[src/rtl/rg_pkg.sv]
package rg_pkg;
    localparam int TDATA_W  = 64;
    localparam int LANE_W   = 8;
    localparam int LANES    = TDATA_W / LANE_W;
    localparam int SIZE_W   = 8;
    localparam int LANE_SH  = $clog2(LANES);
    localparam int BEAT_W   = SIZE_W - LANE_SH + 1;

    localparam logic [3:0] FMT_READ   = 4'h2;
    localparam logic [3:0] FMT_WRITE  = 4'h5;
    localparam logic [3:0] FMT_REPLY  = 4'hD;
    localparam logic [3:0] KIND_READ  = 4'h4;
    localparam logic [3:0] KIND_WRRSP = 4'h5;
    localparam logic [3:0] KIND_NODAT = 4'h0;
    localparam logic [3:0] KIND_DATA  = 4'h8;
    localparam logic [3:0] STAT_DONE  = 4'h0;

    typedef struct packed {
        logic                drain;
        logic                ovalid;
        logic [TDATA_W-1:0]  odata;
        logic                olast;
        logic [BEAT_W-1:0]   beat;
        logic [BEAT_W-1:0]   nbeats;
    } rg_state_t;
endpackage

[src/rtl/rg_hdr_decode.sv]
module rg_hdr_decode
    import rg_pkg::*;
(
    input  logic [TDATA_W-1:0] hdr,
    output logic               need_reply,
    output logic               is_read,
    output logic [TDATA_W-1:0] rsp_hdr,
    output logic [BEAT_W-1:0]  nbeats
);
    logic [7:0]        tag;
    logic [3:0]        fmt;
    logic [3:0]        kind;
    logic [1:0]        prio;
    logic [1:0]        prio_up;
    logic              crf;
    logic [SIZE_W-1:0] size;
    logic              unused_hdr_bits;

    assign tag  = hdr[63:56];
    assign fmt  = hdr[55:52];
    assign kind = hdr[51:48];
    assign prio = hdr[46:45];
    assign crf  = hdr[44];
    assign size = hdr[43:36];
    assign unused_hdr_bits = ^{hdr[47], hdr[35:0]};

    always_comb begin
        is_read    = (fmt == FMT_READ)  && (kind == KIND_READ);
        need_reply = is_read || ((fmt == FMT_WRITE) && (kind == KIND_WRRSP));
        prio_up    = (prio == 2'b11) ? 2'b11 : prio + 2'b01;
        nbeats     = BEAT_W'(size >> LANE_SH) + BEAT_W'(1);
        rsp_hdr    = {tag, FMT_REPLY, (is_read ? KIND_DATA : KIND_NODAT),
                      1'b0, prio_up, crf, (is_read ? size : {SIZE_W{1'b0}}),
                      STAT_DONE, 32'h0};
    end
endmodule

[src/rtl/rg_fill.sv]
module rg_fill
    import rg_pkg::*;
(
    input  logic [BEAT_W-1:0]  beat,
    output logic [TDATA_W-1:0] data
);
    for (genvar j = 0; j < LANES; j++) begin : g_lane
        assign data[TDATA_W-1-LANE_W*j -: LANE_W] = LANE_W'(int'(beat) * LANES + j);
    end
endmodule

[src/rtl/rg_target_responder.sv]
module rg_target_responder
    import rg_pkg::*;
(
    input  logic                  clk,
    input  logic                  rst_n,
    input  logic                  req_valid,
    output logic                  req_ready,
    input  logic [TDATA_W-1:0]    req_data,
    input  logic                  req_last,
    output logic                  rsp_valid,
    input  logic                  rsp_ready,
    output logic [TDATA_W-1:0]    rsp_data,
    output logic [LANES-1:0]      rsp_keep,
    output logic                  rsp_last
);
    rg_state_t q, n;

    logic               dec_reply;
    logic               dec_read;
    logic [TDATA_W-1:0] dec_rsp;
    logic [BEAT_W-1:0]  dec_beats;
    logic [TDATA_W-1:0] fill_data;

    rg_hdr_decode u_dec (
        .hdr        (req_data),
        .need_reply (dec_reply),
        .is_read    (dec_read),
        .rsp_hdr    (dec_rsp),
        .nbeats     (dec_beats)
    );

    rg_fill u_fill (
        .beat (q.beat),
        .data (fill_data)
    );

    // Payload may drain while a response is out; a new header waits for an idle output.
    assign req_ready = q.drain | ~q.ovalid;

    always_comb begin
        n = q;
        if (q.ovalid && rsp_ready) begin
            if (q.olast) begin
                n.ovalid = 1'b0;
            end else begin
                n.odata = fill_data;
                n.olast = (q.beat == q.nbeats - 1'b1);
                n.beat  = q.beat + 1'b1;
            end
        end
        if (req_valid && req_ready) begin
            n.drain = ~req_last;
            if (!q.drain && dec_reply) begin
                n.ovalid = 1'b1;
                n.odata  = dec_rsp;
                n.olast  = ~dec_read;
                n.beat   = '0;
                n.nbeats = dec_beats;
            end
        end
    end

    always_ff @(posedge clk) begin
        if (!rst_n) begin
            q <= '0;
        end else begin
            q <= n;
        end
    end

    assign rsp_valid = q.ovalid;
    assign rsp_data  = q.odata;
    assign rsp_last  = q.olast;
    assign rsp_keep  = {LANES{1'b1}};

    // a stalled response beat holds still
    a_r8_hold_under_stall: assert property (@(posedge clk) disable iff (!rst_n)
        rsp_valid && !rsp_ready |=> rsp_valid && $stable(rsp_data) && $stable(rsp_last));

    // one response at a time, a gap after each
    a_r9_gap_after_last: assert property (@(posedge clk) disable iff (!rst_n)
        rsp_valid && rsp_ready && rsp_last |=> !rsp_valid);

    // a response opens with a reply header, caused by an accepted request beat
    a_r3_reply_start: assert property (@(posedge clk) disable iff (!rst_n)
        $rose(rsp_valid) |-> (rsp_data[55:52] == FMT_REPLY) && $past(req_valid && req_ready));

    // a response is contiguous until its last beat
    a_r5_contiguous: assert property (@(posedge clk) disable iff (!rst_n)
        rsp_valid && rsp_ready && !rsp_last |=> rsp_valid);

    // after a non-final request beat the payload keeps draining
    a_r7_keep_draining: assert property (@(posedge clk) disable iff (!rst_n)
        req_valid && req_ready && !req_last |=> req_ready);
endmodule

[config.mk]
export PLATFORM = sky130hd
export DESIGN_NAME = rg_target_responder
export DESIGN_NICKNAME = d
export VERILOG_FILES = /design/src/rtl/rg_pkg.sv /design/src/rtl/rg_hdr_decode.sv /design/src/rtl/rg_fill.sv /design/src/rtl/rg_target_responder.sv
export SDC_FILE = /design/constraint.sdc
export NUM_CORES = 1
export LEC_CHECK = 0
export BUFFER_PORTS_ARGS = -buffer_cell sky130_fd_sc_hd__buf_4
export CAP_MARGIN = 20
export CORE_MARGIN = 2
export CORE_UTILIZATION = 45
export CTS_CLUSTER_SIZE = 30
export DETAILED_ROUTE_END_ITERATION = 10
export GPL_TIMING_DRIVEN = 0
export PLACE_DENSITY = 0.76
export SLEW_MARGIN = 20
export SYNTH_ARGS = -nofsm -noshare
export SYNTH_HDL_FRONTEND = slang
export SYNTH_SLANG_ARGS = --single-unit
export TNS_END_PERCENT = 50
[constraint.sdc]
create_clock -name clk -period 4.5 [get_ports clk]
set_clock_uncertainty 0.05 [all_clocks]
set_input_delay 0.9 -clock clk [delete_from_list [all_inputs] [get_ports clk]]
set_output_delay 0.9 -clock clk [all_outputs]
set_load 0.01 [all_outputs]
==> reports/qor.yml <==
yosys:
  syn_inst: 404
  synth_warnings: 0
  synth_area_leader_cell: "dfxtp_1"
  synth_common_cells: "dfxtp_1, buf_4, nand2_1"
  ys_top_cells_by_area: "dfxtp_1, buf_4, nand2_1, a21oi_1, nor2_1"
  ys_seq_area_share_pct: 45.29
  synth_edf_count: 0
  netlist.area_leader.share_pct: 45.29
  synth_top_flop_cell: "dfxtp_1"
  synthArstFlopShare_pct: 0
  postSynthAreaPerCell_um2: 8.644
  ys_ff_latch: 79
  synth_most_common_cell: "dfxtp_1"
  ys_types: 40
  syn_area_mm2: 0.003492
floorplanning:
  io_pins: 144
  die_w_um: 92.09
  core_mm2: 0.007607
  dieArea_mm2: 0.008481
  start_util_pct: 45.90
  rows: 32
  die_y_um: 92.09
critical_path:
  path_max_fanout: 10
  crit_arrival_ns: 2.35
  cpLargestDelayFamily: "buffers and inverters"
  worstPathCellList: "buf_4 > nor4b_2 > o211ai_2 > nand2_1 > buf_2 > buf_4 > a21oi_1"
  worst_path_most_repeated_cell: "buf_4"
  required_ns: 4.66
  start_kind: "primary input"
  crit_buf_inv: 3
  cp_slowest_cell: "nor4b_2"
  crit_type: "in2reg"
  slowest_delay_ns: 0.38
  endpoint_kind: "flop"
clock_tree:
  cts_resized: 0
  cts-root-buf: "clkbuf_8"
  htree_levels: 3
  clock_latency_ns: 0.35
  cts_sinks: 79
  cts_setup_buffers: 0
  postCtsHoldBufs: 0
  cts_tree: "yes"
  cts_made_buffers: 9
  clk_pin_slew_ns: 0.07
  clk_path_buf_depth: 2
placed_design:
  portBuffers: 98
  hpwl_um: 5970
  globalplace.congestion: 0.8398
  postPlaceCellArea_mm2: 0.004382
  place_inst: 611
  place_ws_ns: 1.955
finish:
  antenna-diode-count: 0
  finalInstanceArea_mm2: 0.004626
  syn2layout_area_growth_pct: 32.46
  utilization_pct: 60.81
  drive_gt1_share_pct: 38.86
  instances_no_fill: 627
  n_fill_cell: 708
  nets: 592
drt:
  via_count: 2938
  post_drt_wl_per_cell_um: 12.85
  dr.first_iter.drc_count: 124
  drc: 0
  first_pass_iters: 4
  drt-total-wl_um: 8054
  drtAntennaViolNets: 0
  vias_per_cell: 4.686
pwr:
  p_leak_nw: 2.184
  p_total_mw: 1.396
  ir_drop_v: 0.0001464
  powerDensity_mw_per_mm2: 301.7
grt:
  grt_start_max_net_pins: 15
  overflow: 0
  grt_pass1_wl_um: 12870
  grt_pass1_vias: 2752
  grt_util_all_layers_pct: 19.18
  antenna_found_initial: 0
sta:
  rsz0062_at_grt: "false"
  fin_crit_ns: 2.190
  worstMarginPinSlew_ns: 0.5195
  fin_setup_tns_ns: 0
  fin_ws_ns: 2.310
  slew_violations: 0
  max_freq_mhz: 456.6
  hold_violations: 0
  period_share_pct: 48.67
  whs_ns: 0.4076
  setup_violations: 0
  slew-limit-headroom_pct: 65.37
min_path:
  min_path_type: "reg2reg"
flow_run:
  cap_violations: 0
status:
  status: "complete, no violations"
cell type report:
cell class | instances | area [um2] | area share (%)
Buffer | 94 | 649.4 | 14.04
Clock buffer | 9 | 123.9 | 2.678
Multi-Input combinational cell | 234 | 1272 | 27.51
Clock inverter | 7 | 120.1 | 2.597
Sequential cell | 79 | 1582 | 34.19
Inverter | 4 | 15.01 | 0.3246
Tap cell | 102 | 127.6 | 2.759
Timing Repair Buffer | 98 | 735.7 | 15.90
report_power, final:
part	internal, mW	leakage, nW	switching (mW)
Combinational	0.0326	1.43	0.0307
Sequential	0.700	0.636	0.00118
Clock	0.370	0.120	0.261
cells in the final DEF, fill, tap and decap left out, drive strengths merged, types with 2 or more instances in the layout:
| cell | instances |
|---|---|
| a211oi | 6 |
| a21o | 4 |
| a21oi | 38 |
| a22o | 2 |
| a311oi | 8 |
| a31oi | 4 |
| and2 | 2 |
| and3 | 10 |
| buf | 180 |
| bufinv | 3 |
| clkbuf | 21 |
| clkinv | 2 |
| conb | 8 |
| dfxtp | 79 |
| ha | 3 |
| inv | 5 |
| nand2 | 57 |
| nand3 | 6 |
| nand4 | 4 |
| nor2 | 45 |
| nor3 | 5 |
| nor3b | 2 |
| nor4b | 2 |
| o31ai | 2 |
| xnor2 | 5 |
| xor2 | 8 |
tightest hold or removal path, delay by kind of cell (launching register included):
kind               cells  cell delay (ns)
and+or+nand+nor        1             0.05
DFF                    1             0.31
AOI/OAI and AO/OA      1             0.05
final timing paths:
path                      from      endpoint  slack, ns  cells after the start
setup / recovery  req_data[55]   rsp_data[6]       2.31                      7
hold / removal     rsp_data[3]   rsp_data[3]       0.41                      2
setup reg to reg     rsp_valid  rsp_data[32]       2.62                      6
hold reg to reg    rsp_data[3]   rsp_data[3]       0.41                      2
sequential cells by signal (all words and copies together), names as in the netlist:
signal     cells
q             13
rsp_data      64
rsp_last       1
rsp_valid      1
cell families (layout without fill, tap and decap cells):
logic type / count (synthesis) / in the layout / share of synthesized area, %
XOR/XNOR: 13 / 13 / 3.261
AO/OA/AOI/OAI: 72 / 72 / 13.47
other: 1 / 8 / 0.1074
adder cells (fa/ha/maj): 3 / 3 / 1.075
buffers and inverters: 98 / 212 / 19.02
AND/OR/NAND/NOR: 138 / 138 / 17.77
flip-flops: 79 / 79 / 45.29
per-layer routing:
layer	part of all wire, %	vias up	global-route usage, %
met3	4.9	8	4.437
met5	0	-	0
met2	49	90	32.78
met1	45	1332	23.89
met4	1.4	0	6.219
li1	-	1508	-
No activity file was read; power rests on OpenSTA's default activity.
